[src/rtl/exc_mask_pkg.sv]
package exc_mask_pkg;

  localparam int unsigned MAX_PRIO_W = 9;

  typedef enum logic [1:0] {
    CLS_OTHER0 = 2'd0,
    CLS_NMI    = 2'd1,
    CLS_HFAULT = 2'd2,
    CLS_OTHER3 = 2'd3
  } exc_class_e;

  typedef enum logic [1:0] {
    SEL_GLOBAL = 2'd0,
    SEL_FAULT  = 2'd1,
    SEL_THRESH = 2'd2,
    SEL_NONE   = 2'd3
  } mask_sel_e;

  // Threshold compare: zero disables; otherwise a value at or beyond the
  // threshold (numerically) is masked.
  function automatic logic thresh_blocks(input logic [MAX_PRIO_W-1:0] prio,
                                         input logic [MAX_PRIO_W-1:0] thr);
    return (thr != '0) && (prio >= thr);
  endfunction

  function automatic logic is_ordinary(input logic [1:0] cls);
    return (cls == CLS_OTHER0) || (cls == CLS_OTHER3);
  endfunction

endpackage

[src/rtl/exc_mask_regs.sv]
module exc_mask_regs
  import exc_mask_pkg::*;
#(
  parameter int unsigned PRIO_W = 8
) (
  input  logic              clk,
  input  logic              rst_n,
  input  logic              wr_en,
  input  logic              wr_priv,
  input  logic [1:0]        wr_sel,
  input  logic [PRIO_W-1:0] wr_data,
  output logic              gmask,
  output logic              fmask,
  output logic [PRIO_W-1:0] thresh,
  output logic              wr_accept
);

  logic ld_g, ld_f, ld_t;

  assign wr_accept = wr_en && wr_priv && (wr_sel != SEL_NONE);
  assign ld_g      = wr_accept && (wr_sel == SEL_GLOBAL);
  assign ld_f      = wr_accept && (wr_sel == SEL_FAULT);
  assign ld_t      = wr_accept && (wr_sel == SEL_THRESH);

  always_ff @(posedge clk or negedge rst_n) begin
    if (!rst_n) begin
      gmask  <= 1'b0;
      fmask  <= 1'b0;
      thresh <= '0;
    end else begin
      if (ld_g) gmask  <= wr_data[0];
      if (ld_f) fmask  <= wr_data[0];
      if (ld_t) thresh <= wr_data;
    end
  end

endmodule

[src/rtl/exc_permit_eval.sv]
module exc_permit_eval
  import exc_mask_pkg::*;
#(
  parameter int unsigned PRIO_W = 8
) (
  input  logic [1:0]        cls,
  input  logic [PRIO_W-1:0] prio,
  input  logic              gmask,
  input  logic              fmask,
  input  logic [PRIO_W-1:0] thresh,
  output logic              permit_g,
  output logic              permit_f,
  output logic              permit_t
);

  localparam int unsigned PAD_W = MAX_PRIO_W - PRIO_W;

  logic [MAX_PRIO_W-1:0] prio_x, thr_x;

  generate
    if (PAD_W > 0) begin : g_pad
      assign prio_x = {{PAD_W{1'b0}}, prio};
      assign thr_x  = {{PAD_W{1'b0}}, thresh};
    end else begin : g_nopad
      assign prio_x = prio;
      assign thr_x  = thresh;
    end
  endgenerate

  logic ordinary, nmi;
  assign ordinary = is_ordinary(cls);
  assign nmi      = (cls == CLS_NMI);

  assign permit_g = !(gmask && ordinary);
  assign permit_f = !(fmask && !nmi);
  assign permit_t = !(ordinary && thresh_blocks(prio_x, thr_x));

endmodule

[src/rtl/exc_mask_filter.sv]
module exc_mask_filter
  import exc_mask_pkg::*;
#(
  parameter int unsigned PRIO_W = 8
) (
  input  logic              clk,
  input  logic              rst_n,
  input  logic              wr_en,
  input  logic              wr_priv,
  input  logic [1:0]        wr_sel,
  input  logic [PRIO_W-1:0] wr_data,
  input  logic              pend_valid,
  input  logic [1:0]        pend_class,
  input  logic [PRIO_W-1:0] pend_prio,
  output logic              take,
  output logic              block,
  output logic              rd_gmask,
  output logic              rd_fmask,
  output logic [PRIO_W-1:0] rd_thresh
);

  logic              gmask, fmask, wr_accept;
  logic [PRIO_W-1:0] thresh;
  logic              permit_g, permit_f, permit_t, permit_all;

  exc_mask_regs #(.PRIO_W(PRIO_W)) u_regs (
    .clk      (clk),
    .rst_n    (rst_n),
    .wr_en    (wr_en),
    .wr_priv  (wr_priv),
    .wr_sel   (wr_sel),
    .wr_data  (wr_data),
    .gmask    (gmask),
    .fmask    (fmask),
    .thresh   (thresh),
    .wr_accept(wr_accept)
  );

  exc_permit_eval #(.PRIO_W(PRIO_W)) u_eval (
    .cls     (pend_class),
    .prio    (pend_prio),
    .gmask   (gmask),
    .fmask   (fmask),
    .thresh  (thresh),
    .permit_g(permit_g),
    .permit_f(permit_f),
    .permit_t(permit_t)
  );

  assign permit_all = permit_g && permit_f && permit_t;
  assign take       = pend_valid && permit_all;
  assign block      = pend_valid && !permit_all;
  assign rd_gmask   = gmask;
  assign rd_fmask   = fmask;
  assign rd_thresh  = thresh;

endmodule

[config.mk]
export PLATFORM = sky130hd
export DESIGN_NAME = exc_mask_filter
export DESIGN_NICKNAME = d
export VERILOG_FILES = /design/src/rtl/exc_mask_pkg.sv /design/src/rtl/exc_mask_regs.sv /design/src/rtl/exc_permit_eval.sv /design/src/rtl/exc_mask_filter.sv
export SDC_FILE = /design/constraint.sdc
export NUM_CORES = 1
export LEC_CHECK = 0
export ABC_CLOCK_PERIOD_IN_PS = 1720
export BUFFER_PORTS_ARGS = -buffer_cell sky130_fd_sc_hd__buf_2
export CORE_ASPECT_RATIO = 1.25
export CORE_UTILIZATION = 38
export DETAILED_ROUTE_END_ITERATION = 12
export HOLD_SLACK_MARGIN = 0.12
export PLACE_DENSITY = 0.73
export SLEW_MARGIN = 25
export SYNTH_ARGS = -nofsm -noshare
export SYNTH_HDL_FRONTEND = slang
export SYNTH_SLANG_ARGS = --single-unit
[constraint.sdc]
create_clock -name clk -period 1.72 [get_ports clk]
set_input_delay 0.344 -clock clk [delete_from_list [all_inputs] [get_ports clk]]
set_output_delay 0.344 -clock clk [all_outputs]
set_load 0.05 [all_outputs]
== Word-level counts from Yosys, hierarchy flattened ==
Cells that the tools add are included.

* Flip-flop bits (word level): 10
* Input port bits: 25
* Logic and storage cells: 31

* Order comparisons: 1
* Equality and inequality tests: 5
* Reductions and logical operators: 22

{| class="wikitable"
|+ Operators with widths
! kind !! count
|-
| 1-bit logical AND || 13
|-
| 9-bit nonzero test || 1
|-
| 8-bit >= comparator || 1
|-
| 1-bit logical NOT || 5
|-
| 2-bit by 1-bit equality test with 1-bit output, second input constant || 2
|-
| 2-bit equality test, second input constant || 2
|-
| 2-bit logical NOT || 2
|-
| 2-bit inequality test, second input constant || 1
|-
| 1-bit logical OR || 1
|}

== Logic depth before layout (Yosys ltp) ==
* Depth after elaboration: 8
* Gate-level depth with buffers: 6
* Mapped depth without buffers: 6

== Cells and area by module ==
A second synthesis with hierarchy kept.

* Cells, all modules: 64
* Area total of the unflattened synthesis: 675.6 um2

{| class="wikitable"
|+ Modules (own cells, without submodules)
! module !! instances !! cells an instance !! area each (um2) !! seq. area each (um2)
|-
| exc_mask_regs || 1 || 25 || 416.6 || 250.2
|-
| exc_permit_eval || 1 || 35 || 240.2 || 0.0
|-
| exc_mask_filter || 1 || 4 || 18.8 || 0.0
|}

== Worst setup path before layout ==
Ideal clock, no wire load.

* Path type: reg-to-output
* Start: register u_regs.thresh[2]
* End: output take
* Arrival time: 2.291 ns
* Setup slack: -0.915 ns
* Stages on the path, launching flop included: 7
* Cells stage by stage: dfrtp_1 inv_1 ha_1 a211o_1 a31oi_1 o211ai_1 a21boi_1

* Longest elaborated chain between the ends: 6
* Elaborated cells between the ends (all ways): 7
* Classes of those cells: 1 x order compare; 6 x reduce/logical

{| class="wikitable"
|+ Ends and longest elaborated chain
! what !! line !! RTL
|-
| start: declaration || exc_mask_regs.sv:14 || <nowiki>output logic [PRIO_W-1:0] thresh,</nowiki>
|-
| start signal: assignment || exc_mask_regs.sv:33 || <nowiki>if (ld_t) thresh <= wr_data;</nowiki>
|-
| 8-bit >= comparator or 9-bit nonzero test (tied branches) || exc_mask_pkg.sv:23 || <nowiki>return (thr != '0) && (prio >= thr);</nowiki>
|-
| 1-bit logical AND * || exc_mask_pkg.sv:23 ||
|-
| 1-bit logical AND * || exc_permit_eval.sv:36 || <nowiki>assign permit_t = !(ordinary && thresh_blocks(prio_x, thr_x));</nowiki>
|-
| 1-bit logical NOT * || exc_permit_eval.sv:36 ||
|-
| 1-bit logical AND * || exc_mask_filter.sv:50 || <nowiki>assign permit_all = permit_g && permit_f && permit_t;</nowiki>
|-
| 1-bit logical AND * || exc_mask_filter.sv:51 || <nowiki>assign take = pend_valid && permit_all;</nowiki>
|-
| end: declaration || exc_mask_filter.sv:15 || <nowiki>output logic take,</nowiki>
|}

Every way passes the cells marked *; elsewhere a longest branch is shown, timed or not.

== Worst setup path after layout ==
Same ends and word-level chain as after synthesis.

==> metrics.md <==
| Metric | Value |
|---|---|
| Outcome | `complete, but fails checks` |
| Violated checks | `negative setup slack` |
| Cells on worst reg2reg path | `3` |
| Peak supply drop | `around 700 uV` |
| Worst Hold Path Cells | `2` |
| First-pass GRT wire length | `roughly 2.8 mm` |
| Final ANT Viol Nets | `0` |
| Fillers | `around 130` |
| PD cells | `1102 nW/um^2` |
| Worst rel slew slack | `77.61%` |
| Logic pwr share | `roughly 58%` |
| 1st-pass router iterations | `4` |
| Post-synthesis sequential area ratio | `between 30% and 40%` |
| Number of CTS-inserted buffers | `3` |
| F_max | `roughly 440 MHz` |
| Die X-Extent | `slightly below 40 um` |
| Max Cap Viol | `0` |
| Nets | `around 150` |
| Switching power | `between 0.5 and 0.6 mW` |
| Sw Share | `between 40% and 50%` |
| H-Tree Depth | `1` |
| DP Worst Slack | `-0.4237 ns` |
| Clk Latency, worst-skew pair | `between 0.2 and 0.3 ns` |
| Tot Pwr | `1.186 mW` |
| Syn nets | `93` |
| CP Capture Type | `output pin` |
| Critical path type | `flop to output pin` |
| Final period demand of the worst path | `about 2.3 ns` |
| IO buf count | `36` |
| Initial antenna violation count | `0` |
| Gpl congestion | `around 0.76` |
| # diodes | `0` |
| Commonest non-fill, non-tap cells in the layout | `buf_2 (34), buf_4 (11), mux2_2 (10)` |
| Worst Max-Slew Pin Slew | `0.3351 ns` |
| Power Internal | `around 0.66 mW` |
| Clock buffer depth | `2` |
| Syn avg cell area | `~11 um^2` |
| DR DRC count | `0` |
| Num rows | `16` |
| Sequential share of power | `~28%` |
| Distinct cells, synth | `20` |
| CTS root buf | `clkbuf_4` |
| Die height | `48.44 um` |
| Layout cells sized above 1 | `a little under three quarters` |
| Layout area overhead | `64.12%` |
| CP Max Fanout | `2` |
| HPWL reported at the end of detailed placement | `about 1.4 mm` |
| Vias in the first global route | `around 680` |
| Final setup violation count | `2` |
| Die Area | `1896 um^2` |
| Synth Warn # | `0` |
| Initial DRC Count | `9` |
| CTS Sinks | `10` |
| Initial Util | `about two fifths` |
| GRT overflow | `0` |
| WP data arrival | `between 1.5 and 2 ns` |
| Maximum number of pins on one net before global-route repair | `11` |
| CP Launch Type | `flop` |
| Core Area | `roughly 1600 um^2` |
| Most common cell after layout, fill and taps aside | `buf_2` |
| Endpoints failing hold | `0` |
| Fin Clk Skew | `0 ns` |
| IO Pins | `37` |
| Power share of the clock group | `14.0%` |
| Final WS setup | `-0.5355 ns` |
| Critical path required time | `about 1.4 ns` |
| DR vias | `~660` |
| Post-synthesis cell area | `~660 um^2` |
| Drt via density | `5.109` |
| Worst hold path type | `input pin to flop` |
| Aggregate routed wire length | `~1.7 mm` |
| Static Leakage | `around 0.54 nW` |
| Drt wl/cell | `about 13 um` |
| GRT Total Usage | `around a fifth` |
| Tcrit/Tclk final | `131.1%` |
| RSZ-0062 raised after global routing | `yes` |
| Clock slew seen by the registers of the worst setup and hold paths | `0.07 ns` |
| Seq cells post-synth | `10` |
| Final Slew Violations | `0` |
| Mapped Cells | `~60` |
| TritonCTS clock tree | `yes` |
-- per-stage QoR --
stage | hold WS (ns) | area [um^2] | utilization, % | instances | setup TNS, ns
after CTS | 0.3023 | 1076 | 68.04 | 129 | -1.055
after floorplan | 0.04841 | 694.4 | - | 59 | -0.7439
final | 0.3095 | 1076 | 68.04 | 129 | -1.059
after global routing | 0.2953 | 1076 | 68.04 | 129 | -1.269
after detailed placement | 0.2162 | 979.7 | 61.95 | 124 | -0.8073
after global placement | 0.2120 | 979.7 | 61.95 | 124 | -0.7267
-- kinds of logic (layout without fill, tap and decap cells) --
family                   after synthesis  after routing  share of synthesized area, %
AO/OA/AOI/OAI                         10             10                         11.83
adder cells (fa/ha/maj)                9              9                         17.18
buffers and inverters                 10             62                         5.726
flip-flops                            10             10                         38.17
multiplexers                          10             10                         17.18
AND/OR/NAND/NOR                       10             10                         9.925
-- routing by layer --
metal	wire, um	GRT usage [%]	vias up
met5	0	0	-
met4	0	5.172	0
met3	57	1.835	0
met2	1033	39.17	15
met1	638	22.36	322
li1	-	-	322
-- final timing paths --
kind,from,endpoint,slack [ns]
min in group asynchronous,rst_n,u_regs.thresh[5],0.48
worst max register to register,u_regs.thresh[0],u_regs.thresh[0],0.68
max in group asynchronous,rst_n,u_regs.thresh[0],1.02
worst max-delay path,u_regs.thresh[2],take,-0.54
worst min register to register,u_regs.fmask,u_regs.fmask,0.59
worst min-delay path,wr_data[5],u_regs.thresh[5],0.31
-- what timing repair did --
item	in CTS	in global routing
hold endpoints to repair	10	0
endpoints found under the setup margin	2	2
pin swaps	6	2
resized for setup	12	0
buffers inserted	0	0
hold buffers	1	0
-- flip-flops by register name, summed over array words and instances, names as in the netlist --
register and flops:
u_regs.thresh 8, u_regs.gmask 1, u_regs.fmask 1
-- power groups by stage --
stage | clock [mW] | sequential (mW) | combinational (mW)
CTS | 0.172 | 0.335 | 0.686
detailed placement | 0 | 0.337 | 0.632
finish | 0.166 | 0.335 | 0.686
global placement | 0 | 0.332 | 0.617
floorplan | 0 | 0.534 | 0.212
global route | 0.186 | 0.340 | 0.731
-- Yosys cell counts (all sizes together) --
cell	count	share of area (%)
dfrtp	10	38
inv	10	5.7
mux2	10	17
ha	9	17
a211o	2	2.7
a21boi	2	2.3
nand2	2	1.1
nor4	2	2.9
o211ai	2	2.3
a221o	1	1.5
a221oi	1	1.3
a31oi	1	0.95
and3	1	0.95
and4	1	1.3
nand2b	1	0.95
nand4b	1	1.3
nor2	1	0.57
nor3	1	0.76
o21ai	1	0.76
-- critical path, cell delays in order, from the launching register on --
cell and delay, ns:
dfrtp_2 0.41, inv_2 0.07, ha_4 0.20, a211o_1 0.24, a31oi_1 0.18, o211ai_1 0.19
a21boi_4 0.18, buf_6 0.18
-- area by class of cell --
type                       instances  area, um^2  area share [%]
sequential                        10       260.3           24.19
timing repair buffer              48       289.0           26.86
multi-input combinational         39       440.4           40.93
inverter                          10       37.54           3.488
clock buffer                       4       26.28           2.442
tap                               18       22.52           2.093
Note: power is estimated with default switching activity, not from simulation.
